$ cat config.mk
export PLATFORM = sky130hd
export DESIGN_NAME = iram_access_unit
export DESIGN_NICKNAME = d
export VERILOG_FILES = /design/src/rtl/iram_pkg.sv /design/src/rtl/iram_addr_resolve.sv /design/src/rtl/iram_ram.sv /design/src/rtl/iram_sfr_file.sv /design/src/rtl/iram_access_unit.sv
export SDC_FILE = /design/constraint.sdc
export NUM_CORES = 2
export LEC_CHECK = 0
export BUFFER_PORTS_ARGS = -buffer_cell sky130_fd_sc_hd__buf_2
export CORE_ASPECT_RATIO = 2
export CORE_UTILIZATION = 44
export CTS_CLUSTER_SIZE = 24
export DETAILED_ROUTE_END_ITERATION = 10
export SYNTH_ARGS = -nofsm -noshare
export SYNTH_HDL_FRONTEND = slang
export SYNTH_SLANG_ARGS = --single-unit
$ cat constraint.sdc
create_clock -name clk -period 16.7 [get_ports clk]
set_input_delay 3.34 -clock clk [delete_from_list [all_inputs] [get_ports clk]]
set_output_delay 3.34 -clock clk [all_outputs]
set_load 0.02 [all_outputs]
$ cat src/rtl/iram_pkg.sv
// Shared constants and types for the internal data memory access unit.
// Assumes an 8-bit address space whose lower half is RAM.
package iram_pkg;
    localparam int unsigned DW         = 8;
    localparam int unsigned BIT_SPACE  = 128;

    typedef enum logic [2:0] {
        MODE_REG  = 3'd0,
        MODE_DIR  = 3'd1,
        MODE_IND  = 3'd2,
        MODE_BIT  = 3'd3,
        MODE_PUSH = 3'd4,
        MODE_POP  = 3'd5
    } acc_mode_e;

    localparam logic [7:0] SFR_SP      = 8'h81;
    localparam logic [7:0] SFR_STAT    = 8'hD0;
    localparam logic [7:0] SFR_ACC     = 8'hE0;
    localparam logic [7:0] SFR_B       = 8'hF0;
    localparam logic [7:0] SP_RESET    = 8'h07;
    localparam logic [7:0] BITWIN_BASE = 8'h20;

    typedef struct packed {
        logic       to_ram;
        logic       to_sfr;
        logic [7:0] idx;
        logic [2:0] bpos;
        logic       err_ptr;
        logic       err_range;
    } target_t;
endpackage

$ cat src/rtl/iram_addr_resolve.sv
// Operand location resolver. Purely combinational: it turns mode, address,
// current bank and the fetched pointer value into a RAM or special-register
// target and error flags. Assumes the pointer register value is provided by
// the caller from the index given on ptr_idx_o.
module iram_addr_resolve
    import iram_pkg::*;
#(
    parameter int unsigned RAM_DEPTH     = 128,
    parameter int unsigned REGS_PER_BANK = 8
) (
    input  logic [2:0]                   mode_i,
    input  logic [7:0]                   addr_i,
    input  logic [1:0]                   bank_i,
    input  logic [7:0]                   ptr_val_i,
    output logic [$clog2(RAM_DEPTH)-1:0] ptr_idx_o,
    output target_t                      tgt_o
);
    localparam int unsigned AW = $clog2(RAM_DEPTH);
    localparam int unsigned RW = $clog2(REGS_PER_BANK);

    acc_mode_e mode;
    assign mode = acc_mode_e'(mode_i);

    // Pointer register (R0 or R1) of the current bank.
    assign ptr_idx_o = AW'(int'(bank_i) * REGS_PER_BANK + int'(addr_i[0]));

    // Select target and flag errors for the requested mode.
    always_comb begin
        tgt_o = '0;
        case (mode)
            MODE_REG: begin
                tgt_o.to_ram = 1'b1;
                tgt_o.idx    = 8'(int'(bank_i) * REGS_PER_BANK + int'(addr_i[RW-1:0]));
            end
            MODE_DIR, MODE_PUSH, MODE_POP: begin
                tgt_o.idx = addr_i;
                if (int'(addr_i) < RAM_DEPTH) tgt_o.to_ram = 1'b1;
                else                          tgt_o.to_sfr = 1'b1;
            end
            MODE_IND: begin
                if (addr_i[RW-1:1] != '0) begin
                    tgt_o.err_ptr = 1'b1;
                end else if (int'(ptr_val_i) >= RAM_DEPTH) begin
                    tgt_o.err_range = 1'b1;
                end else begin
                    tgt_o.to_ram = 1'b1;
                    tgt_o.idx    = ptr_val_i;
                end
            end
            MODE_BIT: begin
                if (int'(addr_i) >= BIT_SPACE) begin
                    tgt_o.err_range = 1'b1;
                end else begin
                    tgt_o.to_ram = 1'b1;
                    tgt_o.idx    = BITWIN_BASE + {3'b000, addr_i[7:3]};
                    tgt_o.bpos   = addr_i[2:0];
                end
            end
            default: tgt_o = '0;
        endcase
    end
endmodule

$ cat src/rtl/iram_ram.sv
// Scratchpad RAM with three asynchronous read ports and one synchronous
// write port. Contents are not reset; software initialises what it uses.
module iram_ram #(
    parameter int unsigned DEPTH = 128,
    parameter int unsigned DW    = 8,
    localparam int unsigned AW   = $clog2(DEPTH)
) (
    input  logic          clk,
    input  logic          we_i,
    input  logic [AW-1:0] waddr_i,
    input  logic [DW-1:0] wdata_i,
    input  logic [AW-1:0] raddr_a_i,
    output logic [DW-1:0] rdata_a_o,
    input  logic [AW-1:0] raddr_b_i,
    output logic [DW-1:0] rdata_b_o,
    input  logic [AW-1:0] raddr_c_i,
    output logic [DW-1:0] rdata_c_o
);
    logic [DW-1:0] mem [DEPTH];

    // Commit one byte per cycle.
    always_ff @(posedge clk) begin
        if (we_i) mem[waddr_i] <= wdata_i;
    end

    assign rdata_a_o = mem[raddr_a_i];
    assign rdata_b_o = mem[raddr_b_i];
    assign rdata_c_o = mem[raddr_c_i];
endmodule

$ cat src/rtl/iram_sfr_file.sv
// Special registers: accumulator, second operand, stack pointer and status.
// A direct write to the stack pointer overrides a same-cycle stack update.
module iram_sfr_file
    import iram_pkg::*;
#(
    parameter int unsigned BANK_LSB = 3
) (
    input  logic       clk,
    input  logic       rst_n,
    input  logic       we_i,
    input  logic [7:0] waddr_i,
    input  logic [7:0] wdata_i,
    input  logic [7:0] raddr_i,
    output logic [7:0] rdata_o,
    input  logic       sp_upd_i,
    input  logic [7:0] sp_next_i,
    output logic [7:0] sp_o,
    output logic [1:0] bank_o
);
    logic [7:0] acc_q, b_q, sp_q, stat_q;

    // Register update with synchronous reset.
    always_ff @(posedge clk) begin
        if (!rst_n) begin
            acc_q  <= '0;
            b_q    <= '0;
            sp_q   <= SP_RESET;
            stat_q <= '0;
        end else begin
            if (sp_upd_i) sp_q <= sp_next_i;
            if (we_i) begin
                case (waddr_i)
                    SFR_ACC:  acc_q  <= wdata_i;
                    SFR_B:    b_q    <= wdata_i;
                    SFR_SP:   sp_q   <= wdata_i;
                    SFR_STAT: stat_q <= wdata_i;
                    default:  ;
                endcase
            end
        end
    end

    // Read mux; unmapped addresses return zero.
    always_comb begin
        case (raddr_i)
            SFR_ACC:  rdata_o = acc_q;
            SFR_B:    rdata_o = b_q;
            SFR_SP:   rdata_o = sp_q;
            SFR_STAT: rdata_o = stat_q;
            default:  rdata_o = '0;
        endcase
    end

    assign sp_o   = sp_q;
    assign bank_o = stat_q[BANK_LSB+1:BANK_LSB];
endmodule

$ cat src/rtl/iram_access_unit.sv
// Top of the internal data memory access unit. Resolves the operand, reads
// it combinationally and steers writes, bit merges and stack operations to
// the RAM and special-register file. Assumes one access per cycle.
module iram_access_unit
    import iram_pkg::*;
#(
    parameter int unsigned RAM_DEPTH     = 128,
    parameter int unsigned REGS_PER_BANK = 8
) (
    input  logic       clk,
    input  logic       rst_n,
    input  logic [2:0] mode_i,
    input  logic [7:0] addr_i,
    input  logic [7:0] wdata_i,
    input  logic       bit_i,
    input  logic       rd_i,
    input  logic       wr_i,
    output logic [7:0] rdata_o,
    output logic       rbit_o,
    output logic       err_ptr_o,
    output logic       err_range_o
);
    localparam int unsigned AW = $clog2(RAM_DEPTH);

    acc_mode_e     mode;
    target_t       tgt;
    logic [1:0]    bank;
    logic [7:0]    sp_q, sfr_rd, ram_a, ptr_val, stk_rd, tgt_val, merged;
    logic [AW-1:0] ptr_idx, stk_addr;
    logic          access;
    logic          ram_we, sfr_we, sp_upd;
    logic [AW-1:0] ram_waddr;
    logic [7:0]    ram_wdata, sfr_wdata, sp_next;

    assign mode   = acc_mode_e'(mode_i);
    assign access = rd_i | wr_i;

    iram_addr_resolve #(.RAM_DEPTH(RAM_DEPTH), .REGS_PER_BANK(REGS_PER_BANK)) u_resolve (
        .mode_i(mode_i), .addr_i(addr_i), .bank_i(bank), .ptr_val_i(ptr_val),
        .ptr_idx_o(ptr_idx), .tgt_o(tgt)
    );

    iram_ram #(.DEPTH(RAM_DEPTH), .DW(DW)) u_ram (
        .clk(clk), .we_i(ram_we), .waddr_i(ram_waddr), .wdata_i(ram_wdata),
        .raddr_a_i(tgt.idx[AW-1:0]), .rdata_a_o(ram_a),
        .raddr_b_i(ptr_idx),         .rdata_b_o(ptr_val),
        .raddr_c_i(stk_addr),        .rdata_c_o(stk_rd)
    );

    iram_sfr_file u_sfr (
        .clk(clk), .rst_n(rst_n), .we_i(sfr_we), .waddr_i(tgt.idx),
        .wdata_i(sfr_wdata), .raddr_i(tgt.idx), .rdata_o(sfr_rd),
        .sp_upd_i(sp_upd), .sp_next_i(sp_next), .sp_o(sp_q), .bank_o(bank)
    );

    // Stack slot: next free slot for push, current top for pop.
    assign stk_addr = (mode == MODE_PUSH) ? AW'(sp_q + 8'd1) : AW'(sp_q);

    // Value at the resolved operand.
    assign tgt_val = tgt.to_ram ? ram_a : (tgt.to_sfr ? sfr_rd : 8'h00);

    // Byte with the addressed bit replaced.
    always_comb begin
        merged            = ram_a;
        merged[tgt.bpos]  = bit_i;
    end

    // Read outputs, gated by the read strobe.
    always_comb begin
        rdata_o = 8'h00;
        rbit_o  = 1'b0;
        if (rd_i) begin
            case (mode)
                MODE_POP: rdata_o = stk_rd;
                MODE_BIT: rbit_o  = tgt.to_ram & ram_a[tgt.bpos];
                default:  rdata_o = tgt_val;
            endcase
        end
    end

    assign err_ptr_o   = access & tgt.err_ptr;
    assign err_range_o = access & tgt.err_range;

    // Write steering for every mode.
    always_comb begin
        ram_we    = 1'b0;
        ram_waddr = tgt.idx[AW-1:0];
        ram_wdata = wdata_i;
        sfr_we    = 1'b0;
        sfr_wdata = wdata_i;
        sp_upd    = 1'b0;
        sp_next   = sp_q;
        if (wr_i) begin
            case (mode)
                MODE_REG, MODE_DIR, MODE_IND: begin
                    ram_we = tgt.to_ram;
                    sfr_we = tgt.to_sfr;
                end
                MODE_BIT: begin
                    ram_we    = tgt.to_ram;
                    ram_wdata = merged;
                end
                MODE_PUSH: begin
                    ram_we    = 1'b1;
                    ram_waddr = stk_addr;
                    ram_wdata = tgt_val;
                    sp_upd    = 1'b1;
                    sp_next   = sp_q + 8'd1;
                end
                MODE_POP: begin
                    ram_we    = tgt.to_ram;
                    sfr_we    = tgt.to_sfr;
                    ram_wdata = stk_rd;
                    sfr_wdata = stk_rd;
                    sp_upd    = 1'b1;
                    sp_next   = sp_q - 8'd1;
                end
                default: ;
            endcase
        end
    end
endmodule

Yosys cells after proc, flatten, opt, wreduce, memory -nomap -nowiden
Memories as Yosys holds them, arrays and structs flattened.
Index checks and enable logic that the tools add are counted.
- add/subtract/negate cells: 5
- order comparisons: 5
- eq/ne operators: 9
- mux-type cells: 50
- bitwise gates (word level): 4
- reduce and logical (&&, ||, !) cells: 10
- operators with widths (cell ; number):
    8-bit two-way mux ; 12
    8-bit one-hot mux with 4 select lines ; 2
    8-bit equality test (second input constant) ; 4
    8-bit one-hot mux with 2 select lines ; 2
    8-bit one-hot mux with 3 select lines ; 1
    1-bit two-way mux ; 22
    7-bit two-way mux ; 3
    8-bit greater-or-equal comparator (second input constant) ; 2
    11-bit two-way mux ; 1
    8-bit by 1-bit adder with 8-bit output (second input constant) ; 1
    8-bit bitwise mux ; 1
    8-bit less-than comparator (second input constant) ; 1
    8-bit by 1-bit subtractor with 8-bit output (second input constant) ; 1
    6-bit by 5-bit adder with 7-bit output (first input constant) ; 1
    5-bit by 1-bit adder with 6-bit output ; 1
    5-bit by 3-bit adder with 6-bit output ; 1
    3-bit by 2-bit equality test with 1-bit output (second input constant) ; 2
    3-bit equality test (second input constant) ; 2
    2-bit AND reduction ; 3
    5-bit OR reduction ; 1
    3-bit by 4-bit less-than comparator with 1-bit output (second input constant) ; 1
    1-bit one-hot mux with 2 select lines ; 2
    1-bit one-hot mux with 4 select lines ; 1
    4-bit OR reduction ; 1
    other kinds (12) ; 14
- bits in registers: 32
- RAM bits: 1024
- input bits: 24
- output and inout bits: 11
- logic and storage cells: 88
- memories: 1
- memory list (name ; words ; bits a word ; rd ports ; clocked after memory_dff ; write ports ; line ; RTL):
    u_ram.mem ; 128 ; 8 ; 3 ; 0 ; 1 ; iram_ram.sv:19 ; logic [DW-1:0] mem [DEPTH];

Logic depth before layout (Yosys ltp)
An unclocked memory read counts as a cell.
- depth in word-level cells: 12
- gate-level depth with buffers: 21
- gate-level depth less buffers: 13

By module
Synthesis repeated with hierarchy kept, for this count alone.
- cells, all modules: 2898
- area, all modules: 59019.1 µm²
- by module, submodules not included (module ; instances ; cells each ; area an instance (µm²) ; seq. area each (µm²)):
    iram_ram ; 1 ; 2467 ; 55503.2 ; 30749.5
    iram_sfr_file ; 1 ; 176 ; 1767.9 ; 640.6
    iram_access_unit ; 1 ; 215 ; 1428.9 ; 0.0
    iram_addr_resolve ; 1 ; 40 ; 319.1 ; 0.0

Worst setup path before layout
No wires, ideal clock.
- path kind: input to register
- from: input port mode_i[2]
- to: memory u_ram.mem[0][3], data pin
- setup time: 0.968 ns
- arrival time: 10.414 ns
- required time: 15.732 ns
- setup slack: 5.318 ns
- stages on the path: 19
- buffers on the path: 8
- cells stage by stage: buf_4 -> nor2b_1 -> buf_4 -> nand2b_1 -> buf_6 -> inv_2 -> ha_1 -> buf_2 -> buf_4 -> buf_6 -> buf_2 -> buf_1 -> mux4_2 -> nand2_1 -> a311oi_1 -> a31oi_1 -> o22ai_1 -> a31oi_1 -> a31oi_1
- longest elaborated chain between the ends: 9
- elaborated cells between the ends (all ways): 28
- those cells by class: order compare (2); eq/ne (9); mux (13); reduce/logical (3); memory (1)
- RTL lines (item ; line ; RTL):
    start: declaration ; iram_access_unit.sv:12 ; input logic [2:0] mode_i,
    branches (longest 7 deep; another with memory 128 x 8 bit) ; n/a ;
    8-bit one-hot mux with 3 select lines (*) ; iram_access_unit.sv:94 ; case (mode)
    8-bit two-way mux (*) ; iram_access_unit.sv:93 ; if (wr_i) begin
    named net ram_wdata[3] ; iram_access_unit.sv:33 ; logic [7:0] ram_wdata, sfr_wdata, sp_next;
    end: declaration ; iram_ram.sv:19 ;
Mark *: on every way through the listed nets, which the timed path passes.

Worst setup path after layout
- from: input port mode_i[0]
- to: output port rbit_o
- longest elaborated chain between the ends: 9
- elaborated cells between the ends (all ways): 16
- those cells by class: eq/ne (5); mux (7); bitwise (1); reduce/logical (2); memory (1)
- RTL lines (item ; line ; RTL):
    3-bit equality test / 3-bit by 1-bit equality test with 1-bit output (equally long branches) ; iram_addr_resolve.sv:30 ; case (mode)
    3-bit OR reduction ; iram_addr_resolve.sv:30 ;
    8-bit one-hot mux with 4 select lines ; iram_addr_resolve.sv:30 ;
    memory 128 x 8 bit ; n/a ;
    1-bit binary-select mux with 3-bit select ; iram_access_unit.sv:75 ; MODE_BIT: rbit_o = tgt.to_ram & ram_a[tgt.bpos];
    1-bit two-way mux (not written as such) ; iram_access_unit.sv:75 ;
    1-bit AND ; iram_access_unit.sv:75 ;
    1-bit two-way mux (*) ; iram_access_unit.sv:73 ; case (mode)
    1-bit two-way mux (*) ; iram_access_unit.sv:72 ; if (rd_i) begin
    end: declaration ; iram_access_unit.sv:19 ; output logic rbit_o,
Every way passes the cells marked *; elsewhere a longest branch is shown, timed or not. The select of a mux whose other input is x is not followed.

==> results.tsv <==
stage	metric	value	unit
drt	wl_met2	100.6	mm
global_route	grt_first_pass_wirelength	289.9	mm
status	status	completed	
min_path	hp-class	flip-flop to flip-flop	
drt	top_layer	met5	
floorplanning	die_x	245.9	um
global_route	grt_max_degree	104	
sta	clock_skew	0.03780	ns
drt	drc	0	
synthesis	synthCells	3800	
synthesis	yosysSeqAreaShare	0.5996	
global_route	antenna_found_initial	8	
sta	drv_slew	0	
synthesis	ys_async_sr_fraction	0	
global_route	grt_usage	0.3483	
clocking	cts_setup_buffers	0	
global_route	grt_pass1_vias	36920	
cells_and_area	stdcell_count	5338	
cells_and_area	syn_to_final_growth	9.521	%
drt	ant_nets	0	
cells_and_area	layout-drive-gt1-share	0.1818	
floorplanning	dieArea	0.1205	sq mm
floorplanning	core_area	0.1178	sq mm
synthesis	synthFlopType	edfxtp_1	
setup_path	slowest_stage	nor4bb_2	
synthesis	synthDistinctLibCells	98	
sta	slew_headroom	0.07991	
synthesis	ys_seq_elements	1056	
drt	routed_wl	209.5	mm
sta	period_minus_slack	13.11	ns
sta	min_period_over_period	0.7852	
clocking	cts_sinks	1056	
drt	vias	38230	
cells_and_area	fillers	10070	
cells_and_area	seq_area	0.03139	sq mm
drt	vias_per_cell	7.162	
clocking	clock_path_buffers	3	
cells_and_area	multi_input_area	0.01967	sq mm
placed_design	dp_hpwl	135.4	mm
synthesis	avgSynthCellArea	13.78	sq um
job	max_cap_violations	0	
synthesis	synth_top_area_frac	0.5873	
setup_path	critPathArrivalTime	9.77	ns
setup_path	cpPeakStageDelay	1.07	ns
synthesis	synth_fp_nets	3827	
power_and_ir_drop	vdd_drop_max	100.9	uV
power_and_ir_drop	powerDensity	107.2	mW/mm^2
synthesis	yosys-top-cells-area	edfxtp_1 (59%), mux4_2 (14%), nand2_1 (4.3%), mux2i_1 (1.7%), nor2_1 (1.6%)	
clocking	htree_levels	3	
clocking	cts-resized-gates	0	
drt	met3_wirelength	20.75	mm
placed_design	finalWeightedCongestion	1.044	
setup_path	path_delay_family	simple AND/OR/NAND/NOR gates	
cells_and_area	nets	3746	
power_and_ir_drop	p_leak	0.01792	uW
floorplanning	row_count	178	
clocking	cts_tree	done	
floorplanning	initial_core_util	0.4444	
sta	rsz0062_at_grt	no	
sta	fmax	76.26	MHz
placed_design	dpl_cell_area	0.05405	sq mm
sta	worst_pin_slew	1.371	ns
clocking	clk_latency	0.74	ns
synthesis	synth_area	0.05235	sq mm
drt	drt_iter0_drc	5268	
clocking	cts_hold_buffers	0	
clocking	clkTransAtPathRegs	0.07	ns
drt	dr.pass1.iters	7	
placed_design	placement.io_buffers	34	
setup_path	endpoint_kind	output pin	
sta	tns	0	ns
setup_path	cp.required	13.36	ns
sta	setup_viol	0	
floorplanning	ios	35	
cells_and_area	fin_area	0.05734	sq mm
placed_design	placedCellCount	5156	
cells_and_area	utilization	0.4867	
global_route	grt-ovfl-total	0	
drt	post_drt_wl_per_cell	39.25	um
setup_path	critPathKind	input port to output pin	
setup_path	critPathBufInv	3	
clocking	cts_inserted_buffers	90	
synthesis	yosysWarnings	0	
setup_path	start_kind	input port	
synthesis	synth_edf_count	1024	
sta	hold_viol	0	
drt	m1WireLength	65.29	mm
setup_path	path_cells	buf_2 > nor4bb_2 > nand2_1 > nand2_1 > a21o_1 > buf_4 > a41oi_4 > nand3_1 > o2111ai_1 > nor4_1 > o2111ai_1 > o221ai_2 > nor2_1 > o311ai_2 > buf_2	
floorplanning	fp.dieH	489.8	um
setup_path	path_max_fanout	29	
clocking	cts_root_buf	clkbuf_16	
synthesis	yosysTopAreaCell	edfxtp_1	
sta	hold_slack	0.4984	ns
==> layer usage <==
metal  track usage  vias up
met5             0        -
met4        0.3126        6
met3       0.07818      845
met2        0.5689     2954
met1        0.3774    19350
li1              -    15080
==> report_power, final <==
part           switching [uW]  internal [uW]
clock network            1050           1300
registers                3.76           2950
logic                     595            253
==> cells in the final DEF, fill, tap and decap left out, types with 88 or more instances in the layout <==
cell type  netlist  routed
edfxtp_1      1024    1024
nand2_1        598     598
mux4_2         325     325
nor2_1         219     217
a21oi_1        147     145
nand3_1        112     110
a31oi_1        107     106
o22ai_1        101     101
and3_1          99      99
clkbuf_16        0      91
buf_4           27      89
o21ai_0         88      88
==> worst paths after layout <==
| kind | endpoint | startpoint | slack, ns | cells after the start |
|---|---|---|---|---|
| worst max register to register | u_ram.mem[80][0] | u_sfr.stat_q[4] | 8.45 | 17 |
| worst min register to register | u_sfr.acc_q[0] | u_sfr.acc_q[0] | 0.50 | 2 |
| worst max-delay path | rbit_o | mode_i[0] | 3.59 | 15 |
| worst min-delay path | u_sfr.acc_q[0] | u_sfr.acc_q[0] | 0.50 | 2 |
==> cells by family after synthesis <==
kind of cell / Yosys count / share of synthesized area
AO/OA/AOI/OAI: 830 / 0.1119
XOR/XNOR: 17 / 0.003203
adder cells (fa/ha/maj): 3 / 0.0007170
buffers and inverters: 319 / 0.03011
flip-flops: 1056 / 0.5996
multiplexers: 415 / 0.1573
AND/OR/NAND/NOR: 1160 / 0.09722
==> cell type report <==
class / count / area share
Multi-Input combinational cell: 2425 / 0.3430
Antenna cell: 12 / 0.0005237
Sequential cell: 1056 / 0.5475
Inverter: 12 / 0.0007856
Tap cell: 1530 / 0.03339
Clock inverter: 70 / 0.01637
Timing Repair Buffer: 134 / 0.01824
Clock buffer: 99 / 0.04024
==> flip-flops by register name, summed over array words and instances (netlist names) <==
register,flops
u_ram.mem,1024
u_sfr.acc_q,8
u_sfr.b_q,8
u_sfr.sp_o,8
u_sfr.stat_q,8
==> cell usage after synthesis (all sizes together), types with 11 or more instances <==
cell    number
clkbuf      98
a311oi      17
or3         14
buf        209
mux4       325
mux2i       88
nand2      601
o21a        16
a32oi       18
and2        11
a211oi      80
a21o        11
o211ai      17
o211a       13
nand2b      14
edfxtp    1024
o221ai      63
inv         12
o22ai      101
a22o        11
a221oi      17
nand4       11
nor3        39
o21ai       94
dfxtp       32
a21oi      149
nand3      113
and3        99
a31oi      109
nor2       223
a22oi       15
==> tightest hold or removal path, stage by stage, from the launching register on <==
cell     delay [ns]
dfxtp_1        0.31
nor2_1         0.09
nor3_1         0.05
==> stage by stage <==
step	total power (uW)	setup WS (ns)
6_report	6149	3.587
5_1_grt	6245	3.604
4_1_cts	6111	3.974
3_5_place_dp	3814	4.011
3_3_place_gp	3810	4.048
2_1_floorplan	3499	5.318
No activity file was read; power rests on OpenSTA's default activity.
